--- src/rtl/gocal_pkg.sv ---
package gocal_pkg;
  typedef enum logic [1:0] {
    ST_IDLE = 2'd0,
    ST_RUN  = 2'd1,
    ST_FIN  = 2'd2
  } cal_state_e;
endpackage

--- src/rtl/gocal_div_step.sv ---
// One restoring-division step: compare, conditional subtract, shift.
module gocal_div_step #(
  parameter int unsigned DATA_W = 14,
  localparam int unsigned REM_W = DATA_W + 1
) (
  input  logic [REM_W-1:0]  rem_i,
  input  logic [DATA_W-1:0] div_i,
  output logic              bit_o,
  output logic              ovf_o,
  output logic [REM_W-1:0]  rem_o
);
  logic [REM_W-1:0] div_ext, sub, kept;

  always_comb begin
    div_ext = {1'b0, div_i};
    bit_o   = rem_i >= div_ext;
    sub     = rem_i - div_ext;
    kept    = bit_o ? sub : rem_i;
    // remainder still covering the divisor => quotient bit would need to be 2
    ovf_o   = bit_o && (sub >= div_ext);
    rem_o   = REM_W'({kept, 1'b0});
  end
endmodule

--- src/rtl/gocal_acc_step.sv ---
// Shift-and-add product accumulation, driven by the quotient bit just resolved.
module gocal_acc_step #(
  parameter int unsigned DATA_W = 14,
  parameter int unsigned ACC_W  = 30
) (
  input  logic [ACC_W-1:0]  acc_i,
  input  logic [DATA_W-1:0] hi_i,
  input  logic              bit_i,
  output logic [ACC_W-1:0]  acc_o
);
  logic [ACC_W-1:0] sum;

  always_comb begin
    sum   = acc_i + (bit_i ? ACC_W'(hi_i) : '0);
    acc_o = ACC_W'({sum, 1'b0});
  end
endmodule

--- src/rtl/gocal_offset.sv ---
// Offset = ideal high code - scaled product - half-LSB adder, wrapped to DATA_W.
module gocal_offset #(
  parameter int unsigned DATA_W   = 14,
  parameter int unsigned ACC_W    = 30,
  parameter int unsigned IDEAL_HI = 'h3000,
  parameter int unsigned HALF_LSB = 2
) (
  input  logic [ACC_W-1:0]  acc_i,
  output logic [DATA_W-1:0] occ_o
);
  localparam int unsigned SHIFT = DATA_W + 1;
  logic [ACC_W-1:0] scaled, diff;

  always_comb begin
    scaled = acc_i >> SHIFT;
    diff   = ACC_W'(IDEAL_HI) - scaled - ACC_W'(HALF_LSB);
    occ_o  = DATA_W'(diff);
  end
endmodule

--- src/rtl/gain_offset_calc.sv ---
module gain_offset_calc
  import gocal_pkg::*;
#(
  parameter int unsigned DATA_W   = 14,
  parameter int unsigned GAIN_W   = 15,
  parameter int unsigned IDEAL_HI = 'h3000,
  parameter int unsigned IDEAL_LO = 'h1000,
  parameter int unsigned HALF_LSB = 2
) (
  input  logic              clk_i,
  input  logic              rst_ni,
  input  logic              start_i,
  input  logic [DATA_W-1:0] hi_ref_i,
  input  logic [DATA_W-1:0] lo_ref_i,
  output logic              busy_o,
  output logic              done_o,
  output logic              error_o,
  output logic [GAIN_W-1:0] gain_o,
  output logic [DATA_W-1:0] offset_o
);
  localparam int unsigned SPAN  = IDEAL_HI - IDEAL_LO;
  localparam int unsigned REM_W = DATA_W + 1;
  localparam int unsigned ACC_W = GAIN_W + DATA_W + 1;
  localparam int unsigned CNT_W = $clog2(GAIN_W);
  localparam logic [CNT_W-1:0] CNT_TOP = CNT_W'(GAIN_W - 1);

  cal_state_e        state_q;
  logic [CNT_W-1:0]  cnt_q;
  logic [DATA_W-1:0] div_q, hi_q;
  logic [REM_W-1:0]  rem_q, rem_nx;
  logic [GAIN_W-1:0] quo_q, gain_q;
  logic [ACC_W-1:0]  acc_q, acc_nx;
  logic [DATA_W-1:0] offset_q, occ;
  logic              err_q, done_q;
  logic              q_bit, ovf;
  logic              span_ok;

  assign span_ok = hi_ref_i > lo_ref_i;

  gocal_div_step #(.DATA_W(DATA_W)) u_div (
    .rem_i(rem_q), .div_i(div_q), .bit_o(q_bit), .ovf_o(ovf), .rem_o(rem_nx)
  );

  gocal_acc_step #(.DATA_W(DATA_W), .ACC_W(ACC_W)) u_acc (
    .acc_i(acc_q), .hi_i(hi_q), .bit_i(q_bit), .acc_o(acc_nx)
  );

  gocal_offset #(
    .DATA_W(DATA_W), .ACC_W(ACC_W), .IDEAL_HI(IDEAL_HI), .HALF_LSB(HALF_LSB)
  ) u_off (
    .acc_i(acc_q), .occ_o(occ)
  );

  always_ff @(posedge clk_i or negedge rst_ni) begin
    if (!rst_ni) begin
      state_q  <= ST_IDLE;
      cnt_q    <= '0;
      div_q    <= '0;
      hi_q     <= '0;
      rem_q    <= '0;
      quo_q    <= '0;
      acc_q    <= '0;
      gain_q   <= '0;
      offset_q <= '0;
      err_q    <= 1'b0;
      done_q   <= 1'b0;
    end else begin
      done_q <= 1'b0;
      unique case (state_q)
        ST_IDLE: begin
          if (start_i) begin
            if (span_ok) begin
              div_q   <= hi_ref_i - lo_ref_i;
              hi_q    <= hi_ref_i;
              rem_q   <= REM_W'(SPAN);
              quo_q   <= '0;
              acc_q   <= '0;
              cnt_q   <= CNT_TOP;
              state_q <= ST_RUN;
            end else begin
              err_q    <= 1'b1;
              gain_q   <= '0;
              offset_q <= '0;
              done_q   <= 1'b1;
            end
          end
        end
        ST_RUN: begin
          quo_q <= {quo_q[GAIN_W-2:0], q_bit};
          rem_q <= rem_nx;
          acc_q <= acc_nx;
          if (ovf) begin
            err_q    <= 1'b1;
            gain_q   <= '0;
            offset_q <= '0;
            done_q   <= 1'b1;
            state_q  <= ST_IDLE;
          end else if (cnt_q == '0) begin
            state_q <= ST_FIN;
          end else begin
            cnt_q <= cnt_q - 1'b1;
          end
        end
        ST_FIN: begin
          gain_q   <= quo_q;
          offset_q <= occ;
          err_q    <= 1'b0;
          done_q   <= 1'b1;
          state_q  <= ST_IDLE;
        end
        default: state_q <= ST_IDLE;
      endcase
    end
  end

  assign busy_o   = state_q != ST_IDLE;
  assign done_o   = done_q;
  assign error_o  = err_q;
  assign gain_o   = gain_q;
  assign offset_o = offset_q;

  a_r7_done_pulse: assert property (@(posedge clk_i) disable iff (!rst_ni)
    done_o |=> !done_o);

  a_r2_done_idle: assert property (@(posedge clk_i) disable iff (!rst_ni)
    done_o |-> !busy_o);

  a_r2_busy_from_start: assert property (@(posedge clk_i) disable iff (!rst_ni)
    $rose(busy_o) |-> $past(start_i));

  a_r5_err_zero: assert property (@(posedge clk_i) disable iff (!rst_ni)
    (done_o && error_o) |-> (gain_o == '0 && offset_o == '0));

  a_r7_hold: assert property (@(posedge clk_i) disable iff (!rst_ni)
    !done_o |-> ($stable(gain_o) && $stable(offset_o) && $stable(error_o)));

  a_r3_rem_bound: assert property (@(posedge clk_i) disable iff (!rst_ni)
    (state_q == ST_RUN && cnt_q != CNT_TOP) |-> (rem_q < {div_q, 1'b0}));

  a_r6_ovf_first: assert property (@(posedge clk_i) disable iff (!rst_ni)
    (state_q == ST_RUN && ovf) |-> (cnt_q == CNT_TOP));
endmodule

--- config.mk ---
export PLATFORM = sky130hd
export DESIGN_NAME = gain_offset_calc
export DESIGN_NICKNAME = d
export VERILOG_FILES = /design/src/rtl/gocal_pkg.sv /design/src/rtl/gocal_div_step.sv /design/src/rtl/gocal_acc_step.sv /design/src/rtl/gocal_offset.sv /design/src/rtl/gain_offset_calc.sv
export SDC_FILE = /design/constraint.sdc
export NUM_CORES = 1
export LEC_CHECK = 0
export BUFFER_PORTS_ARGS = -buffer_cell sky130_fd_sc_hd__buf_2
export CAP_MARGIN = 0
export CELL_PAD_IN_SITES_DETAIL_PLACEMENT = 0
export CELL_PAD_IN_SITES_GLOBAL_PLACEMENT = 1
export CORE_MARGIN = 5
export CORE_UTILIZATION = 43
export DETAILED_ROUTE_END_ITERATION = 10
export HOLD_SLACK_MARGIN = 0.05
export MAX_ROUTING_LAYER = met4
export PLACE_DENSITY = 0.79
export SLEW_MARGIN = 20
export SYNTH_ARGS = -nofsm -noshare
export SYNTH_HDL_FRONTEND = slang
export SYNTH_HIERARCHICAL = 1
export SYNTH_SLANG_ARGS = --single-unit
--- constraint.sdc ---
create_clock -name clk_i -period 3.7 [get_ports clk_i]
set_input_delay 0.185 -clock clk_i [delete_from_list [all_inputs] [get_ports clk_i]]
set_output_delay 0.185 -clock clk_i [all_outputs]
set_load 0.05 [all_outputs]
==> results_dict.tcl <==
set metrics [dict create \
    max-cap-violations 0 \
    cts.htree.levels 4 \
    combPwrFrac_pct 66.0 \
    place_congestion 0.880 \
    crit_family "compound AO/OA/AOI/OAI gates" \
    chipHeight_um 154 \
    crit_path_start_kind "flop" \
    fin_total_pwr_mw 11.2 \
    rsz_0062_raised_after_global_routing "yes" \
    timing.max_slew.rel_slack_pct 42.7 \
    fill_cells 1712 \
    io_pins 63 \
    finalClockSkew_ps 9.56 \
    end_kind "flop" \
    synthesis.yosys.warnings 6 \
    global_route.peak_usage_layer "met2" \
    cp_cell_sequence "ha_4 > fa_2 > nand2b_4 > a21oi_4 > o2111ai_2 > and2b_2 > xnor2_2 > ha_1 > buf_4 > a21oi_2 > o21ai_2 > nor3_2 > o31ai_2 > o21a_1 > buf_6 > a21oi_4 > buf_6 > and4_4 > o2111ai_2 > o311a_1" \
    worstHoldStart "hi_ref_i[1]" \
    total_switching_power_mw 4.53 \
    finish.net_count 1248 \
    vdd_drop_max_mv 0.444 \
    hold_viol 0 \
    post_drt_wl_per_cell_um 15.5 \
    timing.critical_path.slowest_cell_delay_ps 410 \
    timing.final.setup_violations 46 \
    tritoncts "yes" \
    final_area_um2 12000 \
    route.final.wire_length_um 22200 \
    post-route-min-period_ps 4000 \
    floorplan.rows 52 \
    post_route_cells_drive_above_1_share_pct 34.4 \
    power_report.internal_total_mw 6.67 \
    syn2layout_area_growth_pct 34.4 \
    min_delay_path_depth 2 \
    drv_slew 0 \
    flop_pwr_share_pct 17.7 \
    status "complete, but fails checks" \
    initial_core_utilization_pct 43.9 \
    post_synth.cell_area_avg_um2 9.41 \
    critPathArrivalTime_ps 4310 \
    critPathSlowestCell "sky130_fd_sc_hd__dfrtp_1" \
    cp.required_ps 4010 \
    synth.net_count 1047 \
    critPathBufInv 3 \
    p_leak_nw 5.58 \
    detailed_place_hpwl_um 15200 \
    combined_area_of_all_synthesized_cells_um2 8940 \
    tightest_slew_ps 859 \
    grt_pass1_wl_um 37300 \
    cts-root-buf "sky130_fd_sc_hd__clkbuf_16" \
    grt_max_degree 64 \
    holdCritPathClass "in2reg" \
    final_cell_count_no_fill 1434 \
    reg2reg_setup_slack_ps -300 \
    number_of_buffers_created_by_cts 17 \
    use_met1_pct 25.5 \
    cts_sinks 124 \
    power-per-cell-area_nw_per_um2 931 \
    placed_cell_area_um2 10400 \
    r2r_start "div_q[0]$_DFFE_PN0P_" \
    grt_antenna_before_repair 0 \
    timing_worst_setup_path_type "reg2reg" \
    cts.reportedPaths.clkPinSlew_ps 60 \
    critical_path_depth_in_cells 20 \
    fin_tns_setup_ps -7890 \
    drt_drc_violations_left 0 \
    route.antenna.remaining_nets 0 \
    min_delay_worst_endpoint "hi_q[1]$_DFFE_PN0P_" \
    die_w_um 154 \
    placed_cells_incl_taps 1360 \
    first_global_vias 7525 \
    maximum_buffer_depth_of_the_clock_tree 2 \
    max_freq_mhz 250 \
    final_core_util_pct 59.0 \
    regToRegEndpoint "cnt_q[3]$_DFFE_PN0P_" \
    route.vias.total 7313 \
    clkPwrFrac_pct 16.3 \
    grt_overflow_total 0 \
    worst-r2r-cell-count 20 \
    floorplan.die_area_um2 23800 \
    drt-initial-drc-count 299 \
    n_antenna_cell 0 \
    failed_checks "setup timing" \
    largest_driver_fanout_on_the_critical_path 3 \
    global_routing_met2_resource_utilization_pct 31.4 \
    io_buffers 62 \
    worst_slack_ps -302 \
    track_usage_pct 19.5 \
    globalRouteMet3Util_pct 3.19 \
    min_period_over_period_pct 108 \
    post_drt_via_cell_ratio 5.10 \
    clock_insertion_delay_worst_skew_ps 420 \
    core_region_area_um2 20400 \
    syn-instance-count 950 \
    netSwitchingFraction_pct 40.5 \
    first_pass_iters 5 \
]
stage by stage:
step | hold WS, ps | setup WS, ps
2_1_floorplan | -111 | -118
3_3_place_gp | 351 | -182
3_5_place_dp | 345 | -326
4_1_cts | 85.4 | -184
5_1_grt | 101 | -427
6_report | 93.0 | -302
timing repair:
action                                  4_1_cts  5_1_grt
hold endpoints to repair                     75        0
buffers inserted                             16       15
hold buffers                                 14        0
cloned                                        2        0
pin swaps                                    24       23
gates resized for setup                      56       57
endpoints found under the setup margin       54       58
flip-flops by register name, indices dropped and copies added, names as in the netlist:
signal    cells
hi_q         14
offset_o     14
div_q        14
gain_o       15
quo_q        15
state_q       2
error_o       1
rem_q        15
cnt_q         4
done_o        1
acc_q        29
layout by cell type, fill, tap and decap left out, types with 21 or more instances in the layout:
master,instances
sky130_fd_sc_hd__nand2_1,119
sky130_fd_sc_hd__a21oi_1,32
sky130_fd_sc_hd__ha_1,41
sky130_fd_sc_hd__xor2_1,21
sky130_fd_sc_hd__nor2_1,29
sky130_fd_sc_hd__buf_4,127
sky130_fd_sc_hd__dfrtp_1,124
sky130_fd_sc_hd__xnor2_1,31
sky130_fd_sc_hd__inv_1,122
sky130_fd_sc_hd__buf_2,61
sky130_fd_sc_hd__mux2_2,28
sky130_fd_sc_hd__mux2i_1,88
per-layer routing:
metal	vias to the layer above	wire, um
met5	-	0
met1	3543	10400
met3	25	773
li1	3631	-
met2	114	10700
met4	0	308
layout make-up:
cell class                      instances  area (um^2)  area share (%)
Timing Repair Buffer                  221         1700            14.1
Inverter                              132          498            4.14
Multi-Input combinational cell        655         5740            47.8
Tap cell                              270          338            2.81
Clock buffer                           19          453            3.77
Clock inverter                         13          189            1.57
Sequential cell                       124         3100            25.8
worst max-delay path by stage:
| stage | slack (ps) | start | endpoint |
|---|---|---|---|
| floorplan | -120 | div_q[1]$_DFFE_PN0P_ | acc_q[23]$_DFFE_PN0P_ |
| global route | -430 | div_q[0]$_DFFE_PN0P_ | offset_o[11]$_DFFE_PN0P_ |
| detailed placement | -330 | rem_q[0]$_DFFE_PN0P_ | gain_o[6]$_DFFE_PN0P_ |
| CTS | -180 | div_q[0]$_DFFE_PN0P_ | gain_o[6]$_DFFE_PN0P_ |
| finish | -300 | div_q[0]$_DFFE_PN0P_ | cnt_q[3]$_DFFE_PN0P_ |
| global placement | -180 | div_q[8]$_DFFE_PN0P_ | acc_q[24]$_DFFE_PN0P_ |
power by group through the flow:
| stage | clock, mW | sequential [mW] | combinational (mW) |
|---|---|---|---|
| 2_1_floorplan | 0 | 2.09 | 3.95 |
| 3_3_place_gp | 0 | 1.95 | 6.00 |
| 3_5_place_dp | 0 | 1.97 | 6.07 |
| 4_1_cts | 1.86 | 1.96 | 6.93 |
| 5_1_grt | 1.92 | 2.03 | 7.98 |
| 6_report | 1.83 | 1.98 | 7.39 |
Note: power is estimated with default switching activity, not from simulation.
